--- config.mk ---
export PLATFORM = sky130hd
export DESIGN_NAME = tbdec_core
export DESIGN_NICKNAME = d
export VERILOG_FILES = /design/src/rtl/tbdec_pkg.sv /design/src/rtl/tbdec_timebase.sv /design/src/rtl/tbdec_decrementer.sv /design/src/rtl/tbdec_readmux.sv /design/src/rtl/tbdec_core.sv
export SDC_FILE = /design/constraint.sdc
export NUM_CORES = 1
export LEC_CHECK = 0
export BUFFER_PORTS_ARGS = -buffer_cell sky130_fd_sc_hd__buf_4
export CAP_MARGIN = 20
export CORE_UTILIZATION = 39
export CTS_BUF_LIST = sky130_fd_sc_hd__clkbuf_8
export CTS_CLUSTER_DIAMETER = 60
export CTS_CLUSTER_SIZE = 24
export DETAILED_ROUTE_END_ITERATION = 10
export HOLD_SLACK_MARGIN = 0.03
export PLACE_DENSITY = 0.61
export RECOVER_POWER = 25
export SYNTH_ARGS = -nofsm -noshare
export SYNTH_HDL_FRONTEND = slang
export SYNTH_SLANG_ARGS = --single-unit
--- constraint.sdc ---
create_clock -name clk -period 5 [get_ports clk]
set_input_delay 0.5 -clock clk [delete_from_list [all_inputs] [get_ports clk]]
set_output_delay 0.5 -clock clk [all_outputs]
set_load 0.02 [all_outputs]
--- src/rtl/tbdec_pkg.sv ---
// Shared select codes and widths for the time base / decrementer block.
package tbdec_pkg;
    localparam int TB_W   = 64;  // time base width
    localparam int WORD_W = 32;  // register word width
    localparam int UP_LSB = 24;  // lowest bit replaced by an upper-field write

    typedef enum logic [1:0] {
        SEL_TB_LO = 2'd0,
        SEL_TB_HI = 2'd1,
        SEL_TB_UP = 2'd2,
        SEL_DEC   = 2'd3
    } tbdec_sel_e;
endpackage

--- src/rtl/tbdec_timebase.sv ---
// Time base counter.
// Counts up on tick unless frozen. A partial write replaces its own field and
// keeps the other bits. A write takes priority over the tick in the same cycle.
// Assumes wr_sel is only meaningful while wr_en is high.
module tbdec_timebase
    import tbdec_pkg::*;
(
    input  logic            clk,
    input  logic            rst_n,
    input  logic            tick,
    input  logic            freeze,
    input  logic            wr_en,
    input  tbdec_sel_e      wr_sel,
    input  logic [TB_W-1:0] wr_data,
    output logic [TB_W-1:0] tb_q
);
    logic [TB_W-1:0] tb_r;
    logic            tb_wr;

    // Decode a write aimed at any time-base field.
    always_comb begin
        tb_wr = wr_en && (wr_sel != SEL_DEC);
    end

    // Register update: partial writes, otherwise count when enabled.
    always_ff @(posedge clk) begin
        if (!rst_n) begin
            tb_r <= '0;
        end else if (tb_wr) begin
            case (wr_sel)
                SEL_TB_LO: tb_r <= {tb_r[TB_W-1:WORD_W], wr_data[WORD_W-1:0]};
                SEL_TB_HI: tb_r <= {wr_data[WORD_W-1:0], tb_r[WORD_W-1:0]};
                default:   tb_r <= {wr_data[TB_W-1:UP_LSB], tb_r[UP_LSB-1:0]};
            endcase
        end else if (tick && !freeze) begin
            tb_r <= tb_r + 1'b1;
        end
    end

    assign tb_q = tb_r;
endmodule

--- src/rtl/tbdec_decrementer.sv ---
// Decrementer with underflow interrupt.
// The counter is held at DEC_W bits. In 32-bit mode only bits 31:0 carry
// meaning, and writes are sign-extended from bit 31. The interrupt is raised
// by the 0 -> -1 step and by the write rules of both modes, and lowered by
// the acknowledge or, in level mode, by a non-negative write.
// Assumes 32 < DEC_W < 64.
module tbdec_decrementer #(
    parameter int DEC_W = 56
) (
    input  logic             clk,
    input  logic             rst_n,
    input  logic             tick,
    input  logic             wide_mode,
    input  logic             level_mode,
    input  logic             dec_wr,
    input  logic [DEC_W-1:0] wr_val,
    input  logic             irq_ack,
    output logic [DEC_W-1:0] dec_q,
    output logic             irq_q
);
    localparam int NW = 32;

    logic [DEC_W-1:0] dec_r, dec_d, wr_ext, stepped;
    logic             irq_r, irq_d;
    logic             old_neg, new_neg, step_neg, cur_zero, small_wr;
    logic             step, tick_raise, wr_raise, wr_lower;

    // Classify the current value and the written value in the active width.
    always_comb begin
        wr_ext   = wide_mode ? wr_val
                             : {{(DEC_W-NW){wr_val[NW-1]}}, wr_val[NW-1:0]};
        stepped  = dec_r - 1'b1;
        old_neg  = wide_mode ? dec_r[DEC_W-1]   : dec_r[NW-1];
        new_neg  = wide_mode ? wr_val[DEC_W-1]  : wr_val[NW-1];
        step_neg = wide_mode ? stepped[DEC_W-1] : stepped[NW-1];
        cur_zero = wide_mode ? (dec_r == '0)    : (dec_r[NW-1:0] == '0);
        small_wr = wide_mode ? (wr_val < DEC_W'(3)) : (wr_val[NW-1:0] < NW'(3));
    end

    // Next count: a write wins over a tick.
    always_comb begin
        step  = tick && !dec_wr;
        dec_d = dec_wr ? wr_ext : (step ? stepped : dec_r);
    end

    // Interrupt rules: any raise beats a lower or an acknowledge.
    always_comb begin
        tick_raise = step && (level_mode ? step_neg : cur_zero);
        wr_raise   = dec_wr && (small_wr || (new_neg && (level_mode || !old_neg)));
        wr_lower   = dec_wr && level_mode && !new_neg && !small_wr;
        if (tick_raise || wr_raise)    irq_d = 1'b1;
        else if (wr_lower || irq_ack)  irq_d = 1'b0;
        else                           irq_d = irq_r;
    end

    // State registers; reset loads all ones in the 32-bit width.
    always_ff @(posedge clk) begin
        if (!rst_n) begin
            dec_r <= DEC_W'({NW{1'b1}});
            irq_r <= 1'b0;
        end else begin
            dec_r <= dec_d;
            irq_r <= irq_d;
        end
    end

    assign dec_q = dec_r;
    assign irq_q = irq_r;
endmodule

--- src/rtl/tbdec_readmux.sv ---
// Read-back selector.
// Time-base words are zero-extended. The decrementer is zero-extended from 32
// bits or sign-extended from DEC_W bits, and forced to 0 when clamped and negative.
// Purely combinational; assumes 32 < DEC_W < 64.
module tbdec_readmux
    import tbdec_pkg::*;
#(
    parameter int DEC_W = 56
) (
    input  logic             wide_mode,
    input  logic             clamp_mode,
    input  tbdec_sel_e       rd_sel,
    input  logic [TB_W-1:0]  tb_q,
    input  logic [DEC_W-1:0] dec_q,
    output logic [TB_W-1:0]  rd_data
);
    logic            dec_neg;
    logic [TB_W-1:0] dec_view;

    // Form the decrementer view for the active width and clamp setting.
    always_comb begin
        dec_neg  = wide_mode ? dec_q[DEC_W-1] : dec_q[WORD_W-1];
        dec_view = wide_mode ? {{(TB_W-DEC_W){dec_q[DEC_W-1]}}, dec_q}
                             : {{(TB_W-WORD_W){1'b0}}, dec_q[WORD_W-1:0]};
        if (clamp_mode && dec_neg) dec_view = '0;
    end

    // Select the requested register.
    always_comb begin
        case (rd_sel)
            SEL_TB_LO: rd_data = {{(TB_W-WORD_W){1'b0}}, tb_q[WORD_W-1:0]};
            SEL_TB_HI: rd_data = {{(TB_W-WORD_W){1'b0}}, tb_q[TB_W-1:WORD_W]};
            SEL_TB_UP: rd_data = tb_q;
            default:   rd_data = dec_view;
        endcase
    end
endmodule

--- src/rtl/tbdec_core.sv ---
// Top of the time base and decrementer block.
// Connects the time base, the decrementer and the read selector to one
// register port. Writes take effect at the clock edge, and reads are combinational.
// Assumes 32 < DEC_W < 64.
module tbdec_core
    import tbdec_pkg::*;
#(
    parameter int DEC_W = 56
) (
    input  logic        clk,
    input  logic        rst_n,
    input  logic        tick,
    input  logic        freeze,
    input  logic        wide_mode,
    input  logic        level_mode,
    input  logic        clamp_mode,
    input  logic        wr_en,
    input  logic [1:0]  wr_sel,
    input  logic [63:0] wr_data,
    input  logic        irq_ack,
    input  logic [1:0]  rd_sel,
    output logic [63:0] rd_data,
    output logic        dec_irq
);
    tbdec_sel_e       wsel, rsel;
    logic [TB_W-1:0]  tb_val;
    logic [DEC_W-1:0] dec_val;
    logic             dec_wr;

    // Cast select codes and decode the decrementer write.
    always_comb begin
        wsel   = tbdec_sel_e'(wr_sel);
        rsel   = tbdec_sel_e'(rd_sel);
        dec_wr = wr_en && (wsel == SEL_DEC);
    end

    tbdec_timebase u_tb (
        .clk     (clk),
        .rst_n   (rst_n),
        .tick    (tick),
        .freeze  (freeze),
        .wr_en   (wr_en),
        .wr_sel  (wsel),
        .wr_data (wr_data),
        .tb_q    (tb_val)
    );

    tbdec_decrementer #(.DEC_W(DEC_W)) u_dec (
        .clk        (clk),
        .rst_n      (rst_n),
        .tick       (tick),
        .wide_mode  (wide_mode),
        .level_mode (level_mode),
        .dec_wr     (dec_wr),
        .wr_val     (wr_data[DEC_W-1:0]),
        .irq_ack    (irq_ack),
        .dec_q      (dec_val),
        .irq_q      (dec_irq)
    );

    tbdec_readmux #(.DEC_W(DEC_W)) u_rd (
        .wide_mode  (wide_mode),
        .clamp_mode (clamp_mode),
        .rd_sel     (rsel),
        .tb_q       (tb_val),
        .dec_q      (dec_val),
        .rd_data    (rd_data)
    );
endmodule

# After elaboration in Yosys (flattened, before gate mapping)

Index checks and enable logic that the tools add are counted.

Input bits: 77
Memories: 0
Bits in read-only memories: 0
Memory bits (writable): 0
Latch bits: 0
Register bits: 121
Output and inout port bits: 65
Logic and storage cells: 64

Shift-type cells: 0
Add/sub/neg operators: 2
Order comparisons: 2
Eq/ne operators: 8
Multipliers: 0
Reduce and logical (&&, ||, !) cells: 30
Div/mod/pow operators: 0
Mux-type cells: 17
Bitwise operators: 0

Operators with widths:

| kind                                                | count |
|---|---|
| 2-to-1 mux 64 bit                                   | 4 |
| one-hot mux 64 bit (3 select lines)                 | 1 |
| 2-to-1 mux 56 bit                                   | 3 |
| one-hot mux 64 bit (2 select lines)                 | 1 |
| adder 64 x 1 -> 64 bit, second input constant       | 1 |
| zero test 56 bit                                    | 1 |
| < comparator 56 x 2 -> 1 bit, second input constant | 1 |
| subtractor 56 x 1 -> 56 bit, second input constant  | 1 |
| zero test 32 bit                                    | 1 |
| < comparator 32 x 2 -> 1 bit, second input constant | 1 |
| logical AND 1 bit                                   | 11 |
| 2-to-1 mux 1 bit                                    | 8 |
| != test 2 bit, second input constant                | 4 |
| nonzero test 2 bit                                  | 3 |
| zero test 1 bit                                     | 5 |
| == test 2 x 1 -> 1 bit, second input constant       | 2 |
| == test 2 bit, second input constant                | 2 |
| zero test 2 bit                                     | 2 |
| logical OR 1 bit                                    | 4 |
| AND reduction 2 bit                                 | 2 |
| AND reduction 3 bit                                 | 1 |

# Longest topological paths before layout

Depth after elaboration: 8
Gate-level depth with buffers: 10
Gate-level depth less buffers: 8

# Cells and area by module

A second synthesis with hierarchy kept.

Cell total of the unflattened synthesis: 1,244
Area total of the unflattened synthesis: 9,420.3 sq um

Modules (own cells, without submodules):

| module            | area an instance (sq um) | cells each | instances | seq. area each (sq um) |
|---|---|---|---|---|
| tbdec_timebase    | 4,862.2                  | 655        | 1         | 1,281.2 |
| tbdec_decrementer | 3,547.2                  | 464        | 1         | 1,141.1 |
| tbdec_readmux     | 1,004.7                  | 124        | 1         | 0.0 |
| tbdec_core        | 6.3                      | 1          | 1         | 0.0 |

# Worst setup path before layout

Ideal clock, no wire load.

Path kind: register -> register
Start: register u_dec.dec_r[15] (netlist: u_dec.dec_q[15])
End: register u_dec.dec_r[50] (netlist: u_dec.dec_q[50])
Library setup time: 87 ps
Buffers on the path: 2
Cell stages (with the launch flop): 9
Arrival: 2,542 ps
Clock period less this slack: 2,629 ps
Data required time: 4,913 ps
Slack: 2,371 ps
Cell sequence: dfxtp_1 -> or4_1 -> buf_2 -> or4_4 -> buf_6 -> nor4_4 -> nand3b_1 -> xor2_1 -> a221oi_2

Cells in the longest elaborated chain, start to end: 3

Ends and longest elaborated chain:

| item                           | line                    | text |
|---|---|---|
| start: declaration             | tbdec_decrementer.sv:23 | `logic [DEC_W-1:0] dec_r, dec_d, wr_ext, stepped;` |
| start signal: assignment       | tbdec_decrementer.sv:59 | `dec_r <= DEC_W'({NW{1'b1}});` |
| subtractor 56 x 1 -> 56 bit    | tbdec_decrementer.sv:32 | `stepped = dec_r - 1'b1;` |
| 2-to-1 mux 56 bit (2 in a row) | tbdec_decrementer.sv:43 | `dec_d = dec_wr ? wr_ext : (step ? stepped : dec_r);` |

Every way passes these cells. The select of a mux whose other input is x is not followed.
A chain may end at the register's enable or synchronous reset.

# Final worst setup path

Start: input wr_en
End: register u_tb.tb_r[28] (netlist: u_tb.tb_q[28])

Cells in the longest elaborated chain, start to end: 3

Ends and longest elaborated chain:

| item                                                                 | line                 | text |
|---|---|---|
| start: declaration                                                   | tbdec_core.sv:17     | `input logic wr_en,` |
| logical AND 1 bit (*)                                                | tbdec_timebase.sv:22 | `tb_wr = wr_en && (wr_sel != SEL_DEC);` |
| != test 2 bit (no line) / nonzero test 2 bit (equally long branches) | --                   |  |
| AND reduction 2 bit (no line)                                        | --                   |  |
| end signal: assignment                                               | tbdec_timebase.sv:31 | `SEL_TB_LO: tb_r <= {tb_r[TB_W-1:WORD_W], wr_data[WORD_W-1:0]};` |
| end signal: assignment                                               | tbdec_timebase.sv:32 | `SEL_TB_HI: tb_r <= {wr_data[WORD_W-1:0], tb_r[WORD_W-1:0]};` |
| end signal: assignment                                               | tbdec_timebase.sv:33 | `default: tb_r <= {wr_data[TB_W-1:UP_LSB], tb_r[UP_LSB-1:0]};` |
| end: declaration                                                     | tbdec_timebase.sv:17 | `logic [TB_W-1:0] tb_r;` |

Every way passes the cells marked *; elsewhere a longest branch is shown, timed or not.

==> flow_summary.toml <==
[cts]
holdBufCountCts = 0
root_buffer = "clkbuf_8"
cts_tree = "done"
cts_setup_buffers = 0
cts_buffers = 17
cts.path.max_buffers = 2
clock_sinks = 121
clk_pin_slew_ps = 80
cts_max_level = 4
ctsResizeCount = 0
clock_latency_ps = 480

[detailed_routing]
drcViolationCount = 18
drtAntennaViolNets = 0
dr.pass1.iters = 9
viasPerCell = 6.559
wl_per_cell_um = 26.25
routed_wirelength_um = 43030
dr_total_vias = 10751
drt_iter0_markers = 1502

[worst_setup_path]
path_common_cell = "buf_4"
crit_type = "in -> reg"
crit_chain = "buf_4 -> a21bo_1 -> nand2_1 -> clkbuf_1 -> nor3_1 -> buf_4 -> nand3_1 -> mux2_2 -> a21oi_1"
path_buf_inv = 3
crit_path_end_kind = "flop"
r2r_start = "u_dec.dec_q[15]$_SDFFE_PN1P_"
startpoint_type = "input pin"
startpoint = "wr_en"
cpMaxStageDelayCell = "a21bo_1"
critPathMaxStageDelay_ps = 1040
crit_fanout = 38
critPathRequiredTime_ps = 5410
crit_family = "compound AO/OA/AOI/OAI gates"
cp_data_arrival_time_ps = 4100

[power_and_ir_drop]
total_power_mw = 2.779
combPwrFrac_pct = 22.1
p_seq_share_pct = 39.9
p_clk_share_pct = 38.0
p_int_mw = 1.831
leakage_nw = 3.793
switching_share_pct = 34.10
power_switching_mw = 0.9477
power_density_nw_per_um2 = 265.4
irDropWorstVdd_mv = 0.1397

[floorplanning]
start_util_pct = 40.03
chipWidth_um = 152.1
ioPinCount = 142
coreArea_um2 = 21960
rows = 54
die_h_um = 152.1
fp.dieArea_um2 = 23140

[synthesis]
synth_top_area_cell = "dfxtp_1"
synthFlopType = "dfxtp_1"
ys_seq_area_share_pct = 27.56
avgSynthCellArea_um2 = 7.026
synthArstFlopShare_pct = 0
synth_top_area_share_pct = 27.56
ys_top_cells_by_count = "188 x nand2_1, 139 x o21ai_0, 121 x dfxtp_1, 89 x nor2_1, 83 x clkbuf_1"
synth_most_common_cell = "nand2_1"
syn-num-nets = 1330
synth_cell_types = 73
yosys_warnings = 0
synth_edf_count = 0
synth_seq_cells = 121
synth_area_leaders = "dfxtp_1 28%, nand2_1 8.0%, o21ai_0 7.9%, a21oi_1 4.4%, a22o_1 4.2%"
synthCells = 1251
netlist_area_um2 = 8790

[timing]
worst_slew_pin_slew_ps = 2883
setup_viol = 0
fmax_mhz = 271.6
drv_slew = 57
hold_viol_final = 0
rsz0062_at_grt = "false"
fin_crit_ps = 3682
skew_ps = 9.876
finalCritPeriodShare_pct = 73.65
slew_headroom_pct = -92.23
fin_tns_setup_ps = 0

[place]
dp_hpwl_um = 31810
io_buffers = 141
post_dp_cell_area_um2 = 10070
gp_congestion = 1.015

[global_route]
grt-ovfl-total = 0
grt_pass1_vias = 9757
antenna_found_initial = 0
grt_usage_pct = 36.61
grt_pass1_wl_um = 63260
grt_max_degree = 67

[final_layout]
syn_to_final_growth_pct = 19.13
drive_above_1_share_pct = 15.67
final_area_um2 = 10470
n_antenna_cell = 0
fin_nets = 1425

[min_path]
hold_path.class = "in -> reg"
min_from = "wr_data[27]"

[run_status]
status = "finished, violations left"
violations = "DRC, capacitance limit, slew limit"

[run]
drv_cap = 1
==> flip-flops by register name (all words and copies together) (netlist names) <==
| register | flops |
|---|---|
| u_tb.tb_q | 64 |
| u_dec.dec_q | 56 |
| u_dec.irq_q | 1 |
==> worst register-to-register path, delay by kind of cell, from the launching register on <==
kind,cells,cell delay [ps]
DFF,1,370
AOI/OAI and AO/OA,1,260
xor gates and xnor gates,1,190
and+or+nand+nor,4,2170
==> layout by cell type (no fill, tap or decap), types with 18 or more instances in the layout <==
| cell type | count |
|---|---|
| xnor2_1 | 28 |
| buf_4 | 151 |
| nor4_1 | 41 |
| xor2_1 | 26 |
| clkbuf_8 | 18 |
| nor3_1 | 47 |
| o21ai_0 | 140 |
| dfxtp_1 | 121 |
| nand4_1 | 35 |
| nand2_1 | 188 |
| a21oi_1 | 75 |
| nor2_1 | 89 |
| a22o_1 | 42 |
| inv_1 | 42 |
| nand3_1 | 42 |
==> routing by layer <==
metal | share of wire, % | global-route usage, % | vias up | routed length (um)
met4 | 4.9 | 18.27 | 0 | 2090
li1 | - | - | 4833 | -
met5 | 0 | 0 | - | 0
met2 | 43 | 53.92 | 737 | 18330
met1 | 42 | 50.63 | 5076 | 18010
met3 | 11 | 7.245 | 105 | 4599
==> cells by family after synthesis <==
kind of cell | Yosys count | share of synthesized area [%]
XOR/XNOR | 54 | 5.381
multiplexers | 6 | 0.7402
AO/OA/AOI/OAI | 399 | 29.67
AND/OR/NAND/NOR | 537 | 30.63
flip-flops | 121 | 27.56
adder cells (fa/ha/maj) | 2 | 0.2847
buffers and inverters | 132 | 5.737
==> path summary, 6_finish.rpt <==
kind	endpoint	slack [ps]	cells after the start
worst max-delay path	u_tb.tb_q[28]$_SDFFE_PN0P_	1320	9
worst max register to register	u_dec.dec_q[50]$_SDFFE_PN0P_	1910	6
worst min register to register	u_tb.tb_q[22]$_SDFFE_PN0P_	540	2
worst min-delay path	u_tb.tb_q[27]$_SDFFE_PN0P_	320	3
==> metrics by stage <==
step	hold slack, ps	cells	util [%]	setup slack, ps
after global placement	500.9	1605	45.82	1646
after floorplan	455.8	1251	-	2371
after global routing	319.0	1639	47.69	1189
after detailed placement	513.1	1606	45.85	1559
after CTS	312.4	1638	47.90	1760
final	319.3	1639	47.69	1318
==> power by group through the flow <==
stage               combinational [mW]  sequential [mW]  clock, mW
floorplan                        0.333             1.09          0
detailed placement               0.595             1.13          0
CTS                              0.597             1.10       1.05
finish                           0.614             1.11       1.06
global placement                 0.594             1.13          0
global route                     0.642             1.11       1.09
==> final cells by class <==
| class | instances | area (um2) |
|---|---|---|
| clock inverters | 14 | 203.9 |
| flip-flops and latches | 121 | 2422 |
| repair buffers | 166 | 1199 |
| inverters | 42 | 157.7 |
| clock buffers | 18 | 247.7 |
| well taps | 280 | 350.3 |
| multi-input cells | 998 | 5891 |
| fillers | 2288 | 11490 |
Power figures use the tool's default switching activity.
